## src/rtl/ptw_pkg.sv

```systemverilog
package ptw_pkg;

  typedef enum logic [1:0] {
    CAUSE_NONE       = 2'd0,
    CAUSE_DIR_ABSENT = 2'd1,
    CAUSE_TAB_ABSENT = 2'd2,
    CAUSE_PRIV       = 2'd3
  } fault_cause_e;

  typedef enum logic [1:0] {
    ST_IDLE,
    ST_DIR_WAIT,
    ST_TAB_WAIT,
    ST_REPORT
  } walk_state_e;

  // strobes from control to datapath
  typedef struct packed {
    logic         capture;
    logic         savePde;
    logic         useTable;
    logic         finishSmall;
    logic         finishBig;
    logic         finishFault;
    fault_cause_e cause;
  } walk_ctrl_t;

  // descriptor decode returned to control
  typedef struct packed {
    logic present;
    logic userOk;
    logic bigPage;
  } walk_status_t;

endpackage

```

## src/rtl/ptw_datapath.sv

```systemverilog
module ptw_datapath
  import ptw_pkg::*;
#(
  parameter int ADDR_W           = 32,
  parameter int OFF_W            = 12,
  parameter int IDX_W            = 10,
  parameter int PRES_BIT         = 0,
  parameter int US_BIT           = 2,
  parameter int PS_BIT           = 7,
  parameter bit BIG_PAGE_SUPPORT = 1'b1
) (
  input  logic                      clk,
  input  logic                      rstN,
  input  walk_ctrl_t                ctrl,
  input  logic [ADDR_W-1:0]         reqLinAddr,
  input  logic                      reqUser,
  input  logic [ADDR_W-OFF_W-1:0]   dirBase,
  input  logic                      bigPageEn,
  input  logic [ADDR_W-1:0]         memRspData,
  output walk_status_t              status,
  output logic [ADDR_W-1:0]         memReqAddr,
  output logic [ADDR_W-1:0]         physAddr,
  output logic                      fault,
  output fault_cause_e              cause
);

  localparam int BASE_W  = ADDR_W - OFF_W;
  localparam int TAB_LSB = OFF_W;
  localparam int DIR_LSB = OFF_W + IDX_W;
  localparam int DIR_W   = ADDR_W - DIR_LSB;
  localparam int ENT_SH  = 2;

  logic [ADDR_W-1:0] linQ;
  logic              userQ;
  logic              bigEnQ;
  logic [BASE_W-1:0] dirBaseQ;
  logic [BASE_W-1:0] tabBaseQ;
  logic [ADDR_W-1:0] physQ;
  logic              faultQ;
  fault_cause_e      causeQ;

  logic [DIR_W-1:0]   dirIdx;
  logic [IDX_W-1:0]   tabIdx;
  logic [ADDR_W-1:0]  dirEntryAddr;
  logic [ADDR_W-1:0]  tabEntryAddr;
  logic [ADDR_W-1:0]  smallPhys;
  logic [ADDR_W-1:0]  bigPhys;
  logic               unusedRspBits;

  assign dirIdx = linQ[ADDR_W-1:DIR_LSB];
  assign tabIdx = linQ[DIR_LSB-1:TAB_LSB];

  assign dirEntryAddr = {dirBaseQ, {OFF_W{1'b0}}}
                      + ADDR_W'({dirIdx, {ENT_SH{1'b0}}});
  assign tabEntryAddr = {tabBaseQ, {OFF_W{1'b0}}}
                      + ADDR_W'({tabIdx, {ENT_SH{1'b0}}});

  assign memReqAddr = ctrl.useTable ? tabEntryAddr : dirEntryAddr;

  assign smallPhys = {memRspData[ADDR_W-1:OFF_W], linQ[OFF_W-1:0]};
  assign bigPhys   = {memRspData[ADDR_W-1:DIR_LSB], linQ[DIR_LSB-1:0]};

  assign status.present = memRspData[PRES_BIT];
  assign status.userOk  = !userQ || memRspData[US_BIT];

  generate
    if (BIG_PAGE_SUPPORT) begin : g_big
      assign status.bigPage = bigEnQ && memRspData[PS_BIT];
    end else begin : g_nobig
      assign status.bigPage = 1'b0;
    end
  endgenerate

  assign unusedRspBits = ^{memRspData, bigEnQ};

  always_ff @(posedge clk) begin
    if (!rstN) begin
      linQ     <= '0;
      userQ    <= 1'b0;
      bigEnQ   <= 1'b0;
      dirBaseQ <= '0;
      tabBaseQ <= '0;
      physQ    <= '0;
      faultQ   <= 1'b0;
      causeQ   <= CAUSE_NONE;
    end else begin
      if (ctrl.capture) begin
        linQ     <= reqLinAddr;
        userQ    <= reqUser;
        bigEnQ   <= bigPageEn;
        dirBaseQ <= dirBase;
      end
      if (ctrl.savePde) begin
        tabBaseQ <= memRspData[ADDR_W-1:OFF_W];
      end
      if (ctrl.finishSmall) begin
        physQ  <= smallPhys;
        faultQ <= 1'b0;
        causeQ <= CAUSE_NONE;
      end else if (ctrl.finishBig) begin
        physQ  <= bigPhys;
        faultQ <= 1'b0;
        causeQ <= CAUSE_NONE;
      end else if (ctrl.finishFault) begin
        physQ  <= '0;
        faultQ <= 1'b1;
        causeQ <= ctrl.cause;
      end
    end
  end

  assign physAddr = physQ;
  assign fault    = faultQ;
  assign cause    = causeQ;

endmodule

```

## src/rtl/ptw_ctrl.sv

```systemverilog
module ptw_ctrl
  import ptw_pkg::*;
(
  input  logic         clk,
  input  logic         rstN,
  input  logic         reqValid,
  input  logic         memRspValid,
  input  walk_status_t status,
  output walk_ctrl_t   ctrl,
  output logic         reqReady,
  output logic         memReqValid,
  output logic         doneValid
);

  walk_state_e stateQ, stateD;

  always_comb begin
    ctrl        = '0;
    stateD      = stateQ;
    reqReady    = (stateQ == ST_IDLE);
    memReqValid = (stateQ == ST_DIR_WAIT) || (stateQ == ST_TAB_WAIT);
    doneValid   = (stateQ == ST_REPORT);
    ctrl.useTable = (stateQ == ST_TAB_WAIT);
    ctrl.cause    = CAUSE_NONE;
    unique case (stateQ)
      ST_IDLE: begin
        if (reqValid) begin
          ctrl.capture = 1'b1;
          stateD       = ST_DIR_WAIT;
        end
      end
      ST_DIR_WAIT: begin
        if (memRspValid) begin
          if (!status.present) begin
            ctrl.finishFault = 1'b1;
            ctrl.cause       = CAUSE_DIR_ABSENT;
            stateD           = ST_REPORT;
          end else if (!status.userOk) begin
            ctrl.finishFault = 1'b1;
            ctrl.cause       = CAUSE_PRIV;
            stateD           = ST_REPORT;
          end else if (status.bigPage) begin
            ctrl.finishBig = 1'b1;
            stateD         = ST_REPORT;
          end else begin
            ctrl.savePde = 1'b1;
            stateD       = ST_TAB_WAIT;
          end
        end
      end
      ST_TAB_WAIT: begin
        if (memRspValid) begin
          stateD = ST_REPORT;
          if (!status.present) begin
            ctrl.finishFault = 1'b1;
            ctrl.cause       = CAUSE_TAB_ABSENT;
          end else if (!status.userOk) begin
            ctrl.finishFault = 1'b1;
            ctrl.cause       = CAUSE_PRIV;
          end else begin
            ctrl.finishSmall = 1'b1;
          end
        end
      end
      ST_REPORT: stateD = ST_IDLE;
      default:   stateD = ST_IDLE;
    endcase
  end

  always_ff @(posedge clk) begin
    if (!rstN) stateQ <= ST_IDLE;
    else       stateQ <= stateD;
  end

endmodule

```

## src/rtl/ptw_walker.sv

```systemverilog
module ptw_walker
  import ptw_pkg::*;
#(
  parameter int ADDR_W           = 32,
  parameter int OFF_W            = 12,
  parameter int IDX_W            = 10,
  parameter bit BIG_PAGE_SUPPORT = 1'b1
) (
  input  logic                    clk,
  input  logic                    rstN,
  input  logic                    reqValid,
  output logic                    reqReady,
  input  logic [ADDR_W-1:0]       reqLinAddr,
  input  logic                    reqUser,
  input  logic [ADDR_W-OFF_W-1:0] dirBase,
  input  logic                    bigPageEn,
  output logic                    memReqValid,
  output logic [ADDR_W-1:0]       memReqAddr,
  input  logic                    memRspValid,
  input  logic [ADDR_W-1:0]       memRspData,
  output logic                    doneValid,
  output logic [ADDR_W-1:0]       donePhysAddr,
  output logic                    doneFault,
  output logic [1:0]              doneCause
);

  walk_ctrl_t   ctrl;
  walk_status_t status;
  fault_cause_e causeInt;

  ptw_ctrl u_ctrl (
    .clk         (clk),
    .rstN        (rstN),
    .reqValid    (reqValid),
    .memRspValid (memRspValid),
    .status      (status),
    .ctrl        (ctrl),
    .reqReady    (reqReady),
    .memReqValid (memReqValid),
    .doneValid   (doneValid)
  );

  ptw_datapath #(
    .ADDR_W           (ADDR_W),
    .OFF_W            (OFF_W),
    .IDX_W            (IDX_W),
    .BIG_PAGE_SUPPORT (BIG_PAGE_SUPPORT)
  ) u_dp (
    .clk        (clk),
    .rstN       (rstN),
    .ctrl       (ctrl),
    .reqLinAddr (reqLinAddr),
    .reqUser    (reqUser),
    .dirBase    (dirBase),
    .bigPageEn  (bigPageEn),
    .memRspData (memRspData),
    .status     (status),
    .memReqAddr (memReqAddr),
    .physAddr   (donePhysAddr),
    .fault      (doneFault),
    .cause      (causeInt)
  );

  assign doneCause = causeInt;

endmodule

```

## config.mk

```make
export PLATFORM = sky130hd
export DESIGN_NAME = ptw_walker
export DESIGN_NICKNAME = d
export VERILOG_FILES = /design/src/rtl/ptw_pkg.sv /design/src/rtl/ptw_datapath.sv /design/src/rtl/ptw_ctrl.sv /design/src/rtl/ptw_walker.sv
export SDC_FILE = /design/constraint.sdc
export NUM_CORES = 1
export LEC_CHECK = 0
export BUFFER_PORTS_ARGS = -buffer_cell sky130_fd_sc_hd__buf_2
export CORE_ASPECT_RATIO = 0.5
export CORE_MARGIN = 8
export CORE_UTILIZATION = 51
export DETAILED_ROUTE_END_ITERATION = 8
export PLACE_DENSITY = 0.8
export SETUP_SLACK_MARGIN = 0.02
export SYNTH_ARGS = -nofsm -noshare
export SYNTH_HDL_FRONTEND = slang
export SYNTH_SLANG_ARGS = --single-unit
```

## constraint.sdc

```tcl
create_clock -name clk -period 2.2 [get_ports clk]
set_input_delay 0.33 -clock clk [delete_from_list [all_inputs] [get_ports clk]]
set_output_delay 0.33 -clock clk [all_outputs]
set_load 0.01 [all_outputs]
```

==> results.py, run 1 <==
metrics = {
    "die": {
        "rows": 25,
        "dieArea_mm2": 0.0131,
        "die_w_um": 154,
        "die_h_um": 85.0,
        "start_util_pct": 51.9,
        "core_area_mm2": 0.00935,
        "io-pin-count": 160,
    },
    "placed_design": {
        "gp_congestion": 0.833,
        "io_buffers": 148,
        "hpwl_um": 9720,
        "place_ws_ns": 0.294,
        "dp_cells": 794,
    },
    "cells_and_area": {
        "antenna_cells": 0,
        "fin_cells": 810,
        "drive_above_1_share_pct": 32.5,
        "fillers": 814,
        "fin_nets": 778,
        "ff_latch_area_mm2": 0.00222,
        "utilization_pct": 64.1,
        "multi_input_area_mm2": 0.00241,
        "area_growth_pct": 23.6,
    },
    "synth": {
        "ys.flop_type": "dfxtp_1",
        "synth_cell_types": 41,
        "postSynthAreaPerCell_um2": 8.79,
        "synthCells": 552,
        "syn_area_mm2": 0.00485,
        "ys.warnings.count": 0,
        "async_reset_ff_share_pct": 0,
        "synth_edf_count": 0,
        "yosysSeqAreaShare_pct": 45.8,
        "ys_ff_latch": 111,
    },
    "grt": {
        "grt_pass1_vias": 4312,
        "overflow": 0,
        "grt_pass1_wl_um": 21900,
        "antenna_found_initial": 0,
        "grtUsageTotal_pct": 20.2,
        "grt_start_max_net_pins": 37,
    },
    "cts": {
        "cts_resized": 0,
        "clock-sinks": 111,
        "cts-root-buf": "clkbuf_16",
        "insertion_delay_ns": 0.35,
        "post_cts_buffers": 0,
        "cts_buffers": 9,
        "htreeDepth": 3,
        "clock_path_buffers": 2,
        "clk_pin_slew_worst_paths_ns": 0.07,
        "ctsHoldBuffers": 0,
        "cts_tree": "done",
    },
    "routing": {
        "dr.pass1.iters": 4,
        "drt_first_iter_violations": 335,
        "wl_per_cell_um": 16.6,
        "drtAntennaViolNets": 0,
        "wl_um": 13500,
        "vias": 4383,
        "vias_per_cell": 5.41,
        "route.detailed.drc": 0,
    },
    "timing": {
        "slew_headroom_pct": 59.7,
        "setup-tns-final_ns": 0,
        "layout_setup_ws_ns": 0.0930,
        "max_freq_ghz": 0.475,
        "timing.final.crit_share_pct": 95.8,
        "finalHoldViolCount": 0,
        "worst_slew_pin_slew_ns": 0.600,
        "finalSetupViolations": 0,
        "fin_crit_ns": 2.11,
        "fin_skew_ns": 0.00787,
        "rsz0062_at_grt": "true",
        "finalMaxSlewViolations": 0,
    },
    "pwr": {
        "power.total_mw": 5.85,
        "pwr_density_cell_mw_per_mm2": 976,
        "peakVddDrop_mv": 0.406,
        "power.leakage_nw": 2.53,
    },
    "setup_path": {
        "cp_cell_sequence": "inv_1, ha_2, buf_12, mux2_2, buf_2",
        "arrival_ns": 1.78,
        "cp.buffers_inverters": 3,
        "crit_slowest_cell": "mux2_2",
        "r2r_slack_ns": 0.26,
        "crit_path_max_incr_delay_ns": 0.38,
        "cp_top_family": "buffers and inverters",
        "required_ns": 1.87,
        "crit_type": "reg -> out",
        "startpoint_type": "register",
        "cp-end-kind": "primary output",
        "crit_fanout": 36,
    },
    "run_status": {
        "status": "completed",
    },
    "min_path": {
        "hp-class": "in -> reg",
    },
    "run": {
        "maxCapViolations": 0,
    },
}
[layout make-up]
type / instances / share of cell area [%]
clock inverter: 3 / 0.418
inverter: 3 / 0.188
clock buffer: 13 / 4.34
multi-input combinational: 390 / 40.3
timing repair buffer: 169 / 15.2
sequential: 111 / 37.1
tap: 121 / 2.53
[stage by stage]
step	instance area (um^2)	hold WS, ns
finish	5990	0.219
global route	5990	0.218
CTS	5990	0.218
detailed placement	5710	0.442
global placement	5710	0.438
floorplan	4850	0.432
[cells in the final DEF (no fill, tap or decap), types with 2 or more instances in the layout]
cell / count
nand2_1: 150
buf_2: 148
dfxtp_1: 111
a21boi_0: 69
mux2_2: 30
a21boi_1: 27
o21ai_0: 23
nand4_1: 23
buf_4: 20
a22oi_1: 10
o41ai_1: 10
a21oi_1: 10
clkbuf_16: 9
nor2_1: 6
inv_1: 3
nor3_1: 3
ha_1: 3
nand3_1: 2
conb_1: 2
clkbuf_8: 2
clkbuf_1: 2
[layer usage]
layer	wire length (um)	track usage [%]	share of wire (%)
met1	5950	24.7	44
met2	6510	34.0	48
met3	808	5.32	6.0
met4	216	6.97	1.6
met5	0	0	0
[report_power, final]
group / internal [mW] / switching, mW / leakage (nW)
combinational: 0.740 / 1.10 / 1.49
sequential: 2.29 / 0.162 / 0.904
clock: 0.838 / 0.722 / 0.136
[synth_stat cells, drive strengths merged (3+ instances only)]
cell    count  area (um^2)
nand4      23          144
a21boi     96          721
nand2     151          567
clkbuf     26         98.8
a21oi      10         50.1
nand3       4         37.5
a22oi      10         75.1
o21ai      23          115
mux2       30          338
o41ai      10         87.6
nor2        7         26.3
ha          4         50.1
buf        23          129
inv         3         11.3
nor3        4         25.0
dfxtp     111         2220
[cell families (layout without fill, tap and decap cells)]
| kind of cell | Yosys count | in the layout | synth area share, % |
|---|---|---|---|
| AO/OA/AOI/OAI | 153 | 153 | 22.4 |
| adder cells (fa/ha/maj) | 4 | 4 | 1.03 |
| buffers and inverters | 52 | 188 | 4.93 |
| flip-flops | 111 | 111 | 45.8 |
| multiplexers | 31 | 31 | 7.17 |
| other | 1 | 2 | 0.0773 |
| AND/OR/NAND/NOR | 200 | 200 | 18.6 |
[worst register-to-register path: stages, from the launching register on]
cell	delay, ns
dfxtp_1	0.36
inv_1	0.09
ha_2	0.20
buf_12	0.18
nor2_2	0.21
a211o_1	0.17
buf_4	0.21
nand3_2	0.24
a21oi_1	0.20
[sequential cells by signal (all words and copies together) (netlist names)]
name,cells
u_ctrl.stateQ,2
u_dp.bigEnQ,1
u_dp.cause,2
u_dp.dirBaseQ,20
u_dp.fault,1
u_dp.linQ,32
u_dp.physAddr,32
u_dp.tabBaseQ,20
u_dp.userQ,1
[final timing paths]
check                          from           endpoint  depth (start not counted)
setup / recovery   u_ctrl.stateQ[0]     memReqAddr[18]                          5
hold / removal       reqLinAddr[28]      u_dp.linQ[28]                          3
setup reg to reg   u_ctrl.stateQ[0]  u_dp.physAddr[19]                          8
hold reg to reg   u_dp.tabBaseQ[16]  u_dp.tabBaseQ[16]                          2
No activity file was read; power rests on OpenSTA's default activity.
==> inputs of run 2 (changes only) <==
--- a/config.mk
+++ b/config.mk
@@ -8,10 +8,11 @@
 export BUFFER_PORTS_ARGS = -buffer_cell sky130_fd_sc_hd__buf_2
 export CORE_ASPECT_RATIO = 0.5
 export CORE_MARGIN = 8
-export CORE_UTILIZATION = 51
+export CORE_UTILIZATION = 50
 export DETAILED_ROUTE_END_ITERATION = 8
-export PLACE_DENSITY = 0.8
+export PLACE_DENSITY = 0.79
 export SETUP_SLACK_MARGIN = 0.02
 export SYNTH_ARGS = -nofsm -noshare
 export SYNTH_HDL_FRONTEND = slang
+export SYNTH_HIERARCHICAL = 1
 export SYNTH_SLANG_ARGS = --single-unit
==> run 2 against run 1 <==
Power grew 2.7%. Hold slack better by 0.0092 ns. Sequential share of layout area up 0.18 points. Clock power increased by 3%. Sequential power about the same. Area after synthesis fell by 1.6%. Clock skew down 0.0042 ns. First-iteration DRC count decreased by 45%. Fmax increased by 1.0%. Global-route usage down 2.1 points. Non-clock buffer count fell by 5. Critical endpoint is now memReqAddr[8]. Largest power group unchanged. Highest routed layer is now met5.
==> results.py, run 2 <==
metrics = {
    "synth": {
        "synth_top_area_share_pct": 46.6,
        "synth_area_leaders": "dfxtp_1 47%, mux2i_1 16%, mux2_2 7.1%, nor2_1 6.5%, or4b_1 4.6%",
        "postSynthAreaPerCell_um2": 9.99,
        "synth_cell_types": 32,
        "yosysMostFrequentCell": "dfxtp_1",
        "synthTopCellsByCount": "111 x dfxtp_1, 83 x nor2_1, 76 x mux2i_1",
        "ys_ff_latch": 111,
        "synth_largest_area_cell": "dfxtp_1",
        "synth_edf_count": 0,
        "yosysSeqAreaShare_pct": 46.6,
        "ys.warnings.count": 6,
        "ys.flop_type": "dfxtp_1",
        "synthCells": 478,
        "syn_area_mm2": 0.00477,
        "async_reset_ff_share_pct": 0,
    },
    "setup_path": {
        "crit_type": "reg -> out",
        "crit_fanout": 16,
        "cp_top_family": "buffers and inverters",
        "crit_start": "u_ctrl/stateQ[0]",
        "crit_slowest_cell": "dfxtp_1",
        "cp.buffers_inverters": 3,
        "cp_cell_sequence": "inv_1, ha_4, clkbuf_16, mux2_2, buf_2",
        "ff2ff_path_depth": 7,
        "critPathCapture": "memReqAddr[8]",
        "arrival_ns": 1.76,
        "crit_cells": 5,
        "r2r_slack_ns": 0.16,
        "required_ns": 1.87,
        "cp-end-kind": "primary output",
        "startpoint_type": "register",
        "r2r_end": "u_dp/physAddr[20]",
        "crit_path_max_incr_delay_ns": 0.35,
        "r2r-start": "u_ctrl/stateQ[0]",
    },
    "pwr": {
        "p_int_mw": 4.14,
        "peakVddDrop_mv": 0.427,
        "p_comb_share_pct": 32.8,
        "power.leakage_nw": 2.65,
        "p_sw_share_pct": 31.1,
        "pwr_density_cell_mw_per_mm2": 1010,
        "p_sw_mw": 1.87,
        "power_frac_seq_pct": 40.6,
        "p_clk_share_pct": 26.7,
    },
    "timing": {
        "rsz0062_at_grt": "false",
        "finalSetupViolations": 0,
        "layout_setup_ws_ns": 0.114,
        "fin_skew_ns": 0.00364,
        "timing.final.crit_share_pct": 94.8,
        "fin_crit_ns": 2.09,
        "finalHoldViolCount": 0,
        "finalMaxSlewViolations": 0,
        "max_freq_ghz": 0.479,
    },
    "routing": {
        "drt_first_iter_violations": 183,
        "drtAntennaViolNets": 0,
        "wl_um": 12500,
        "wl_per_cell_um": 16.9,
        "vias_per_cell": 5.26,
        "vias": 3883,
        "dr.pass1.iters": 4,
        "route.detailed.drc": 0,
    },
    "placed_design": {
        "dpl_cell_area_mm2": 0.00562,
        "gp_congestion": 0.753,
        "hpwl_um": 8850,
        "place_ws_ns": -0.0224,
        "io_buffers": 148,
    },
    "die": {
        "io-pin-count": 160,
        "dieArea_mm2": 0.0131,
        "die_h_um": 85.1,
        "start_util_pct": 51.0,
        "rows": 25,
        "die_w_um": 154,
        "core_area_mm2": 0.00935,
    },
    "cts": {
        "clock_path_buffers": 2,
        "insertion_delay_ns": 0.33,
        "ctsHoldBuffers": 0,
        "cts_buffers": 9,
        "htreeDepth": 3,
        "cts_tree": "done",
        "cts-root-buf": "clkbuf_16",
        "clock-sinks": 111,
        "clk_pin_slew_worst_paths_ns": 0.07,
    },
    "cells_and_area": {
        "area_growth_pct": 25.0,
        "final_cell_mix": "148 x buf_2, 111 x dfxtp_1, 82 x nor2_1",
        "fin_nets": 706,
        "drive_above_1_share_pct": 35.3,
        "fin_area_mm2": 0.00596,
        "fillers": 790,
        "layout_commonest_cell": "buf_2",
        "antenna_cells": 0,
    },
    "grt": {
        "overflow": 0,
        "grt_start_max_net_pins": 48,
        "antenna_found_initial": 1,
        "grt_pass1_vias": 3855,
        "grtUsageTotal_pct": 18.1,
        "grt_pass1_wl_um": 19500,
    },
    "run": {
        "maxCapViolations": 0,
    },
    "min_path": {
        "hp-class": "in -> reg",
    },
    "run_status": {
        "status": "completed",
    },
}
==> run 2: changes by cell type in the layout (fill, tap and decap cells not counted), moves of 11 or more <==
cell and delta:
nand2_1 -149, nor2_1 +76, mux2i_1 +75, a21boi_0 -69
a21boi_1 -27, a21oi_1 +25, nand4_1 -23, o21ai_0 -22
o21ai_1 +22, or4b_1 +22, buf_4 -11, or3b_1 +11
==> run 2: cell families (layout without fill, tap and decap cells) <==
family | count (synthesis) | after routing | synth area share (%)
mux | 106 | 106 | 23.0
other cells | 1 | 2 | 0.0786
flops | 111 | 111 | 46.6
buf+inv | 56 | 194 | 5.92
simple gates | 128 | 128 | 14.7
fa+ha+maj | 4 | 4 | 1.05
compound gates | 72 | 72 | 8.65
==> run 2: tightest hold or removal path, cell delays in order <==
cell,delay [ns]
buf_2,0.08
mux2i_1,0.05
nor2_1,0.07
==> run 2: metrics by stage <==
step / hold WS [ns] / std cells / setup TNS (ns) / power [mW] / utilization (%)
finish: 0.228 / 738 / 0 / 6.01 / 63.8
global route: 0.219 / 738 / 0 / 6.32 / 63.8
CTS: 0.215 / 737 / 0 / 5.98 / 63.3
detailed placement: 0.453 / 721 / -0.0224 / 4.35 / 60.1
global placement: 0.449 / 721 / 0 / 4.30 / 60.1
floorplan: 0.452 / 479 / 0 / 3.74 / -
==> run 2: cell type report <==
cell class / instances / area [um^2] / area share [%]
flip-flops and latches: 111 / 2220 / 37.3
multi-input cells: 312 / 2290 / 38.4
repair buffers: 164 / 953 / 16.0
inverters: 14 / 53.8 / 0.902
clock buffers: 11 / 233 / 3.90
clock inverters: 5 / 58.8 / 0.986
well taps: 121 / 151 / 2.54
==> run 2: routing by layer <==
| layer | global-route usage, % | part of all wire [%] | wire (um) |
|---|---|---|---|
| met4 | 4.59 | 1.2 | 153 |
| met5 | 0 | 0.10 | 13 |
| met3 | 5.47 | 5.1 | 634 |
| met2 | 30.2 | 47 | 5900 |
| met1 | 22.4 | 46 | 5760 |
==> run 2: worst min-delay path by stage <==
stage | startpoint | end | slack (ns) | depth (start not counted)
3_5_place_dp | u_dp/fault | u_dp/fault | 0.45 | 2
6_report | dirBase[1] | u_dp/dirBaseQ[1] | 0.23 | 3
3_3_place_gp | u_dp/fault | u_dp/fault | 0.45 | 2
4_1_cts | dirBase[1] | u_dp/dirBaseQ[1] | 0.21 | 3
2_1_floorplan | u_dp/bigEnQ | u_dp/bigEnQ | 0.45 | 2
5_1_grt | reqLinAddr[6] | u_dp/linQ[6] | 0.22 | 3
==> run 2: repair_timing <==
action	4_1_cts	5_1_grt
resized for setup	2	3
setup endpoints to repair	30	40
buffers inserted	0	0
gates cloned	0	1
==> run 2: power by group through the flow <==
| stage | Sequential [mW] | Combinational [mW] | Clock (mW) |
|---|---|---|---|
| after global routing | 2.47 | 2.12 | 1.73 |
| after CTS | 2.43 | 1.90 | 1.64 |
| after detailed placement | 2.48 | 1.88 | 0 |
| after floorplan | 2.45 | 1.30 | 0 |
| final | 2.44 | 1.97 | 1.60 |
| after global placement | 2.46 | 1.84 | 0 |
==> inputs of run 3 (changes only) <==
==> constraint.sdc (replaced) <==
create_clock -name clk -period 2.3 [get_ports clk]
set_input_delay 0.345 -clock clk [delete_from_list [all_inputs] [get_ports clk]]
set_output_delay 0.345 -clock clk [all_outputs]
set_load 0.01 [all_outputs]
==> run 3 against run 2 <==
Power is 5.1% lower. Combinational power is 9% lower. Cell area fell by 1.3%.
==> results.py, run 3 (synthesis gave the netlist of run 2 again) <==
metrics = {
    "cts": {
        "cts_buffers": 9,
        "cts-root-buf": "clkbuf_16",
        "insertion_delay_ns": 0.34,
        "clock-sinks": 111,
        "cts_tree": "done",
        "clk_pin_slew_worst_paths_ns": 0.07,
        "clock_path_buffers": 2,
        "ctsHoldBuffers": 0,
        "htreeDepth": 3,
        "post_cts_buffers": 0,
    },
    "die": {
        "start_util_pct": 51.0,
        "die_h_um": 85.1,
        "dieArea_mm2": 0.0131,
        "core_area_mm2": 0.00935,
        "rows": 25,
        "die_w_um": 154,
        "io-pin-count": 160,
    },
    "min_path": {
        "hp-class": "in -> reg",
    },
    "timing": {
        "fin_crit_ns": 2.18,
        "timing.final.crit_share_pct": 94.7,
        "max_freq_ghz": 0.459,
        "rsz0062_at_grt": "false",
        "setup-tns-final_ns": 0,
        "layout_setup_ws_ns": 0.121,
        "finalHoldViolCount": 0,
        "finalMaxSlewViolations": 0,
        "fin_skew_ns": 0.00537,
        "finalSetupViolations": 0,
    },
    "routing": {
        "vias": 3829,
        "drt_first_iter_violations": 180,
        "drtAntennaViolNets": 0,
        "dr.pass1.iters": 4,
        "wl_um": 12200,
        "vias_per_cell": 5.23,
        "wl_per_cell_um": 16.7,
        "route.detailed.drc": 0,
    },
    "cells_and_area": {
        "antenna_cells": 0,
        "drive_above_1_share_pct": 34.9,
        "final_cell_mix": "148 x buf_2, 111 x dfxtp_1, 82 x nor2_1",
        "fin_nets": 701,
        "layout_commonest_cell": "buf_2",
        "utilization_pct": 63.0,
        "fillers": 807,
        "area_growth_pct": 23.4,
    },
    "placed_design": {
        "io_buffers": 148,
        "place_ws_ns": 0.123,
        "hpwl_um": 8750,
        "gp_congestion": 0.748,
    },
    "setup_path": {
        "arrival_ns": 1.83,
        "startpoint_type": "register",
        "crit_fanout": 33,
        "required_ns": 1.96,
        "crit_type": "reg -> out",
        "cp-end-kind": "primary output",
    },
    "grt": {
        "grtUsageTotal_pct": 18.1,
        "antenna_found_initial": 0,
        "grt_start_max_net_pins": 87,
        "grt_pass1_vias": 3798,
        "overflow": 0,
        "grt_pass1_wl_um": 19500,
    },
    "run_status": {
        "status": "completed",
    },
    "pwr": {
        "pwr_density_cell_mw_per_mm2": 968,
        "peakVddDrop_mv": 0.448,
        "power.leakage_nw": 2.62,
    },
    "run": {
        "maxCapViolations": 0,
    },
}
run 3: cell count changes in the layout (fill, tap and decap cells not counted):
cell,previous run,this run
clkbuf_1,2,1
inv_6,0,1
buf_4,9,6
clkinvlp_4,2,1
clkbuf_8,0,1
clkinv_2,2,1
buf_12,6,4
ha_2,0,1
buf_8,0,1
clkbuf_16,10,9
ha_4,1,0
run 3: cell type report:
class | instances | area, um^2 | area share, %
Sequential cell | 111 | 2220 | 37.7
Inverter | 14 | 53.8 | 0.914
Tap cell | 121 | 151 | 2.57
Clock buffer | 11 | 243 | 4.12
Clock inverter | 4 | 55.1 | 0.935
Timing Repair Buffer | 159 | 881 | 15.0
Multi-Input combinational cell | 312 | 2280 | 38.8
run 3: path summary, 6_finish.rpt:
kind                                        from                end  slack, ns  depth (start not counted)
worst max register to register  u_ctrl/stateQ[1]  u_dp/physAddr[25]       0.27                          6
worst max-delay path            u_ctrl/stateQ[0]     memReqAddr[28]       0.12                          5
worst min-delay path                 dirBase[14]  u_dp/dirBaseQ[14]       0.24                          3
worst min register to register      u_dp/linQ[0]   u_dp/physAddr[0]       0.47                          2
run 3: worst max-delay path: stages, from the launching register on:
cell     delay [ns]
dfxtp_1        0.35
inv_1          0.11
ha_2           0.22
buf_8          0.26
mux2_2         0.38
buf_2          0.14
run 3: power breakdown:
part | switching (mW) | internal [mW] | total, mW
Clock | 0.699 | 0.876 | 1.58
Sequential | 0.143 | 2.18 | 2.32
Combinational | 0.923 | 0.873 | 1.80
run 3: layer usage:
| metal | wire length [um] | vias to the layer above | global-route usage [%] |
|---|---|---|---|
| met3 | 653 | 9 | 4.76 |
| met4 | 106 | 0 | 4.41 |
| li1 | - | 1935 | - |
| met2 | 5870 | 94 | 30.9 |
| met5 | 0 | - | 0 |
| met1 | 5590 | 1791 | 22.5 |
run 3: metrics by stage:
stage | hold WS (ns) | instances | instance area (um^2) | power [mW]
after global placement | 0.450 | 717 | 5580 | 4.11
final | 0.237 | 732 | 5890 | 5.70
after detailed placement | 0.463 | 717 | 5580 | 4.17
after global routing | 0.234 | 732 | 5890 | 6.00
after CTS | 0.229 | 732 | 5880 | 5.74
after floorplan | 0.452 | 479 | 4780 | 3.58
run 3: what timing repair did:
| item | in CTS | in global routing |
|---|---|---|
| endpoints found under the setup margin | 30 | 20 |
| gates resized for setup | 1 | 3 |
| cloned | 0 | 0 |
| pin swaps | 0 | 0 |
